`src/rtl/sector_guard.sv`:
```
module sector_guard #(
  parameter int NSEC = 16,
  parameter int UNLOCK_CYC = 100,
  parameter bit DYN_INIT = 1'b0,
  parameter logic [63:0] HIDDEN_VAL = 64'h0,
  localparam int SW = (NSEC > 1) ? $clog2(NSEC) : 1,
  localparam int CW = $clog2(UNLOCK_CYC + 1)
) (
  input  logic          clk,
  input  logic          por_n,
  input  logic          hw_rst_n,
  input  logic          cmd_valid,
  input  logic [3:0]    cmd_op,
  input  logic [SW-1:0] cmd_sector,
  input  logic [63:0]   cmd_data,
  input  logic          req_valid,
  input  logic [SW-1:0] req_sector,
  output logic          req_done,
  output logic          req_grant,
  output logic          stat_valid,
  output logic          stat_dyn,
  output logic          stat_persist,
  output logic          stat_mask,
  output logic          stat_frozen,
  output logic          pw_valid,
  output logic [63:0]   pw_rdata
);
  localparam logic [3:0] OP_PSET = 4'd1, OP_PCLR = 4'd2, OP_DSET = 4'd3, OP_DCLR = 4'd4,
                         OP_MCLR = 4'd5, OP_MSET = 4'd6, OP_FREEZE = 4'd7, OP_PWPROG = 4'd8,
                         OP_PWREAD = 4'd9, OP_PWMODE = 4'd10, OP_SOFTRST = 4'd11,
                         OP_UNLOCK = 4'd12, OP_STATUS = 4'd13;

  logic [NSEC-1:0] persist, dyn, mask, prot;
  logic [63:0]     pw;
  logic            pw_mode, frozen, pend;
  logic [CW-1:0]   gap;
  logic            sec_ok, rq_ok, cmd_go;

  assign prot   = dyn | (persist & mask);
  assign sec_ok = 32'(cmd_sector) < NSEC;
  assign rq_ok  = 32'(req_sector) < NSEC;
  assign cmd_go = cmd_valid && hw_rst_n;

  always_ff @(posedge clk or negedge por_n) begin
    if (!por_n) begin
      persist <= '0;
      pw      <= '1;
      pw_mode <= 1'b0;
    end else if (cmd_go) begin
      case (cmd_op)
        OP_PSET:   if (!frozen && sec_ok) persist[cmd_sector] <= 1'b1;
        OP_PCLR:   if (!frozen) persist <= '0;
        OP_PWPROG: if (!pw_mode) pw <= pw & cmd_data;
        OP_PWMODE: pw_mode <= 1'b1;
        default: ;
      endcase
    end
  end

  always_ff @(posedge clk or negedge por_n) begin
    if (!por_n) begin
      dyn <= {NSEC{DYN_INIT}};
      mask <= '1;
      frozen <= 1'b0;
      pend <= 1'b0;
      gap <= '0;
      req_done <= 1'b0; req_grant <= 1'b0;
      stat_valid <= 1'b0; stat_dyn <= 1'b0; stat_persist <= 1'b0;
      stat_mask <= 1'b0; stat_frozen <= 1'b0;
      pw_valid <= 1'b0; pw_rdata <= '0;
    end else if (!hw_rst_n) begin
      dyn <= {NSEC{DYN_INIT}};
      mask <= '1;
      frozen <= pw_mode;
      pend <= 1'b0;
      gap <= '0;
      req_done <= 1'b0; req_grant <= 1'b0;
      stat_valid <= 1'b0; pw_valid <= 1'b0;
    end else begin
      req_done   <= req_valid;
      req_grant  <= req_valid && rq_ok && !prot[req_sector];
      stat_valid <= 1'b0;
      pw_valid   <= 1'b0;
      if (gap != '0) begin
        gap <= gap - 1'b1;
        if (gap == CW'(1) && pend) begin
          frozen <= 1'b0;
          pend   <= 1'b0;
        end
      end
      if (cmd_valid) begin
        case (cmd_op)
          OP_DSET:    if (sec_ok) dyn[cmd_sector] <= 1'b1;
          OP_DCLR:    if (sec_ok) dyn[cmd_sector] <= 1'b0;
          OP_MCLR:    if (!frozen && sec_ok) mask[cmd_sector] <= 1'b0;
          OP_MSET:    if (!frozen && sec_ok) mask[cmd_sector] <= 1'b1;
          OP_FREEZE:  frozen <= 1'b1;
          OP_SOFTRST: if (pw_mode) frozen <= 1'b1;
          OP_UNLOCK:
            if (pw_mode && gap == '0) begin
              gap  <= CW'(UNLOCK_CYC);
              pend <= (cmd_data == pw);
            end
          OP_PWREAD: begin
            pw_valid <= 1'b1;
            pw_rdata <= pw_mode ? HIDDEN_VAL : pw;
          end
          OP_STATUS: begin
            stat_valid   <= 1'b1;
            stat_dyn     <= sec_ok && dyn[cmd_sector];
            stat_persist <= sec_ok && persist[cmd_sector];
            stat_mask    <= sec_ok && mask[cmd_sector];
            stat_frozen  <= frozen;
          end
          default: ;
        endcase
      end
    end
  end

  AST_DONE_FOLLOWS: assert property (@(posedge clk) disable iff (!por_n)
    req_done |-> $past(req_valid));
  AST_PERSIST_FROZEN: assert property (@(posedge clk) disable iff (!por_n)
    $past(frozen) |-> $stable(persist));
  AST_MASK_FROZEN: assert property (@(posedge clk) disable iff (!por_n)
    ($past(frozen) && $past(hw_rst_n)) |-> $stable(mask));
  AST_PW_ONLY_CLEARS: assert property (@(posedge clk) disable iff (!por_n)
    (pw & ~$past(pw)) == 64'h0);
  AST_MODE_STICKY: assert property (@(posedge clk) disable iff (!por_n)
    $past(pw_mode) |-> pw_mode);
  AST_UNLOCK_MATCH: assert property (@(posedge clk) disable iff (!por_n)
    ($fell(frozen) && pw_mode) |-> $past(pend));
endmodule

```
`config.mk`:
```
export PLATFORM = sky130hd
export DESIGN_NAME = sector_guard
export DESIGN_NICKNAME = d
export VERILOG_FILES = /design/src/rtl/sector_guard.sv
export SDC_FILE = /design/constraint.sdc
export NUM_CORES = 1
export LEC_CHECK = 0
export ABC_AREA = 1
export BUFFER_PORTS_ARGS = -buffer_cell sky130_fd_sc_hd__buf_4
export CORE_UTILIZATION = 58
export DETAILED_ROUTE_END_ITERATION = 16
export PLACE_DENSITY_LB_ADDON = 0.05
export SYNTH_ARGS = -nofsm -noshare
export SYNTH_HDL_FRONTEND = slang
export SYNTH_SLANG_ARGS = --single-unit
```
`constraint.sdc`:
```
create_clock -name clk -period 2 [get_ports clk]
set_clock_uncertainty 0.05 [all_clocks]
set_input_delay 0.4 -clock clk [delete_from_list [all_inputs] [get_ports clk]]
set_output_delay 0.4 -clock clk [all_outputs]
set_load 0.01 [all_outputs]
```
==> metrics.md <==
| Metric | Value |
|---|---|
| Status | `finished, final reports clean` |
| # clock sinks | `around 190` |
| Non-Filler Instances | `1485` |
| Max cap viols | `0` |
| Startpoint type of the worst setup path | `flop` |
| Final period utilization | `0.896` |
| Worst endpoint required time | `2.28 ns` |
| Share of layout cells above drive strength 1 | `0.295` |
| Cell area after synthesis | `between 0.01 and 0.015 mm^2` |
| Nets | `between 1000 and 1500` |
| Most numerous cell in the Yosys netlist | `nand2_1` |
| Antenna viol nets, final | `0` |
| Initial antenna violation count | `0` |
| Htree depth | `4` |
| Maximum vdd drop | `~0.72 mV` |
| P per Cell Area | `788 mW/mm^2` |
| WS Path Type | `flop to flop` |
| Avg WL per Cell | `15.9 um` |
| RSZ-0062 raised after global routing | `false` |
| Count of pins over their slew limit | `0` |
| Leak | `6.19 nW` |
| Synth top area share | `0.281` |
| Minimum clock period | `1.79 ns` |
| Netlist cell types | `31` |
| First-pass GRT wire length | `38900 um` |
| Initial Utilization | `0.603` |
| Crit-path cells | `inv_1 > ha_1 > nand3_1 > nor2_1 > inv_1 > buf_4 > o21ai_0 > nor2_1` |
| Slowest library cell on the worst path | `dfrtp_1` |
| Critical Path Fanout Max | `6` |
| Remaining Overflow, GRT | `0` |
| WL final | `23600 um` |
| Die Y-Extent | `134 um` |
| Placed insts | `about 1500` |
| Met3 usage | `0.0661` |
| Dominant cell type by area after synthesis | `dfrtp_1` |
| WHS | `0.157 ns` |
| Clock transition at path regs | `0.07 ns` |
| Antenna Cells | `0` |
| Synth area leaders | `dfrtp_1, dfstp_2, mux2_4, ha_1, nand2_1` |
| Post-route cell area | `approximately 0.012 mm^2` |
| Seq cells post-synth | `194` |
| F_max | `about 560 MHz` |
| CP bufs+invs | `3` |
| DP Area | `0.0117 mm^2` |
| Worst Setup End Kind | `flop` |
| Syn_nets | `1236` |
| Clk_lat worst skew | `0.44 ns` |
| Cells after synthesis | `1089` |
| Cts repair resizes | `0` |
| Clock Root Buffer | `clkbuf_16` |
| Post-route DRC | `0` |
| Sequential fraction of the synthesis area | `0.489` |
| Met2 Use GR | `0.444` |
| CTS tree | `yes` |
| Setup TNS | `0 ns` |
| Iter 0 DRT Violations | `545` |
| Row count | `47` |
| Core area | `~0.017 mm^2` |
| I/O Pins | `between 150 and 200` |
| Worst hold path type | `input pin to flop` |
| Global-route met1 utilization | `0.372` |
| Pin count of the biggest net entering global routing | `64` |
| Die Area | `roughly 0.018 mm^2` |
| First-pass iteration count of the detailed router | `5` |
| Worst path top cell family by delay | `simple AND/OR/NAND/NOR gates` |
| CTS Buffer Depth | `2` |
| Dpl hpwl | `16700 um` |
| Post-CTS Hold Buffers | `1` |
| # port buffers | `about 150` |
| Final Core Density | `0.731` |
| Rel. slew slack | `0.639` |
| Final Hold Fails | `0` |
| CTS Buf Count | `17` |
| Die X | `around 130 um` |
| Via count | `8030` |
| Yosys warns | `0` |
| Main synth FF type | `dfrtp_1` |
| Gr busiest metal | `met2` |
| Area grow syn2layout | `21.3%` |
| Async SR Flop Fraction | `1.00` |
| Worst EP arrival | `between 2 and 2.5 ns` |
| Routability cong. | `~1.0` |
| Commonest cells post-synth | `nand2_1, inv_1, nor2_1, dfrtp_1, nand3_1` |
| Worst-margin pin slew | `0.541 ns` |
| Vias in the first global route | `7856` |
| Setup violators final | `0` |
| Post-CTS Setup Bufs | `0` |
| EDFF count, synth | `0` |
| Mean post-synth cell area | `9.31 um^2` |
| Avg Vias per Cell | `5.41` |
| GR Util All Layers | `0.277` |
| Crit-path max cell delay | `0.38 ns` |
cell usage in the layout (no fill, tap or decap), drive strengths merged:
cell type	count
buf	186
nand2	165
inv	136
nor2	126
nand3	116
dfrtp	114
o21ai	110
dfstp	80
ha	66
mux2	64
a21oi	46
clkbuf	20
a21o	8
clkinv	6
nand4	5
nor3	4
xor2	3
o31ai	2
o22ai	2
clkinvlp	2
nand3b	1
a31oi	1
a22oi	1
dlygate4sd3	1
power breakdown:
part | switching, mW | internal [mW] | total (mW)
sequential | 0.237 | 4.32 | 4.56
clock | 1.61 | 1.70 | 3.31
combinational | 0.969 | 0.849 | 1.82
total | 2.81 | 6.88 | 9.69
metal layers:
layer  share of wire  up-vias
li1                -     3901
met1            0.45     3853
met2            0.47      246
met3           0.067       30
met4           0.018        0
met5               0        -
tightest hold or removal path, cell delays in order:
cell and delay (ns):
buf_4 0.08, nand2_1 0.04, inv_1 0.08
cells by family after synthesis:
group                    after synthesis  synth area share
AND/OR/NAND/NOR                      417             0.175
adder cells (fa/ha/maj)               66            0.0815
flip-flops                           194             0.489
multiplexers                          64            0.0933
AO/OA/AOI/OAI                        170            0.0874
XOR/XNOR                               3           0.00259
buffers and inverters                175            0.0720
final timing paths:
path,start,endpoint,slack [ns],cells after the start
worst max-delay path,gap[1]$_DFF_PN0_,gap[1]$_DFF_PN0_,0.21,8
worst min-delay path,req_valid,req_done$_DFF_PN0_,0.16,3
worst max register to register,gap[1]$_DFF_PN0_,gap[1]$_DFF_PN0_,0.21,8
worst min register to register,dyn[3]$_DFFE_PN0P_,dyn[3]$_DFFE_PN0P_,0.47,2
max in group asynchronous,por_n,pw[20]$_DFFE_PN1P_,0.76,3
min in group asynchronous,por_n,pw_rdata[47]$_DFFE_PN0P_,0.46,2
sequential cells by signal, indices dropped and copies added, names as in the netlist, 7 cells and up:
signal and cells:
pw 64, dyn 16, pw_rdata 64, gap 7, persist 16, mask 16
final cells by class:
| type | instances | area (um^2) |
|---|---|---|
| Clock buffer | 19 | 453 |
| Clock inverter | 13 | 118 |
| Fill cell | 1318 | 4520 |
| Inverter | 131 | 492 |
| Multi-Input combinational cell | 720 | 4460 |
| Sequential cell | 194 | 4950 |
| Tap cell | 220 | 275 |
| Timing Repair Buffer | 188 | 1550 |
per-stage QoR:
step,power (mW),setup WS [ns]
floorplan,5.44,0.400
global placement,6.40,0.186
detailed placement,6.44,0.157
CTS,9.77,0.195
global route,10.2,0.0130
finish,9.69,0.207
Note: power is estimated with default switching activity, not from simulation.
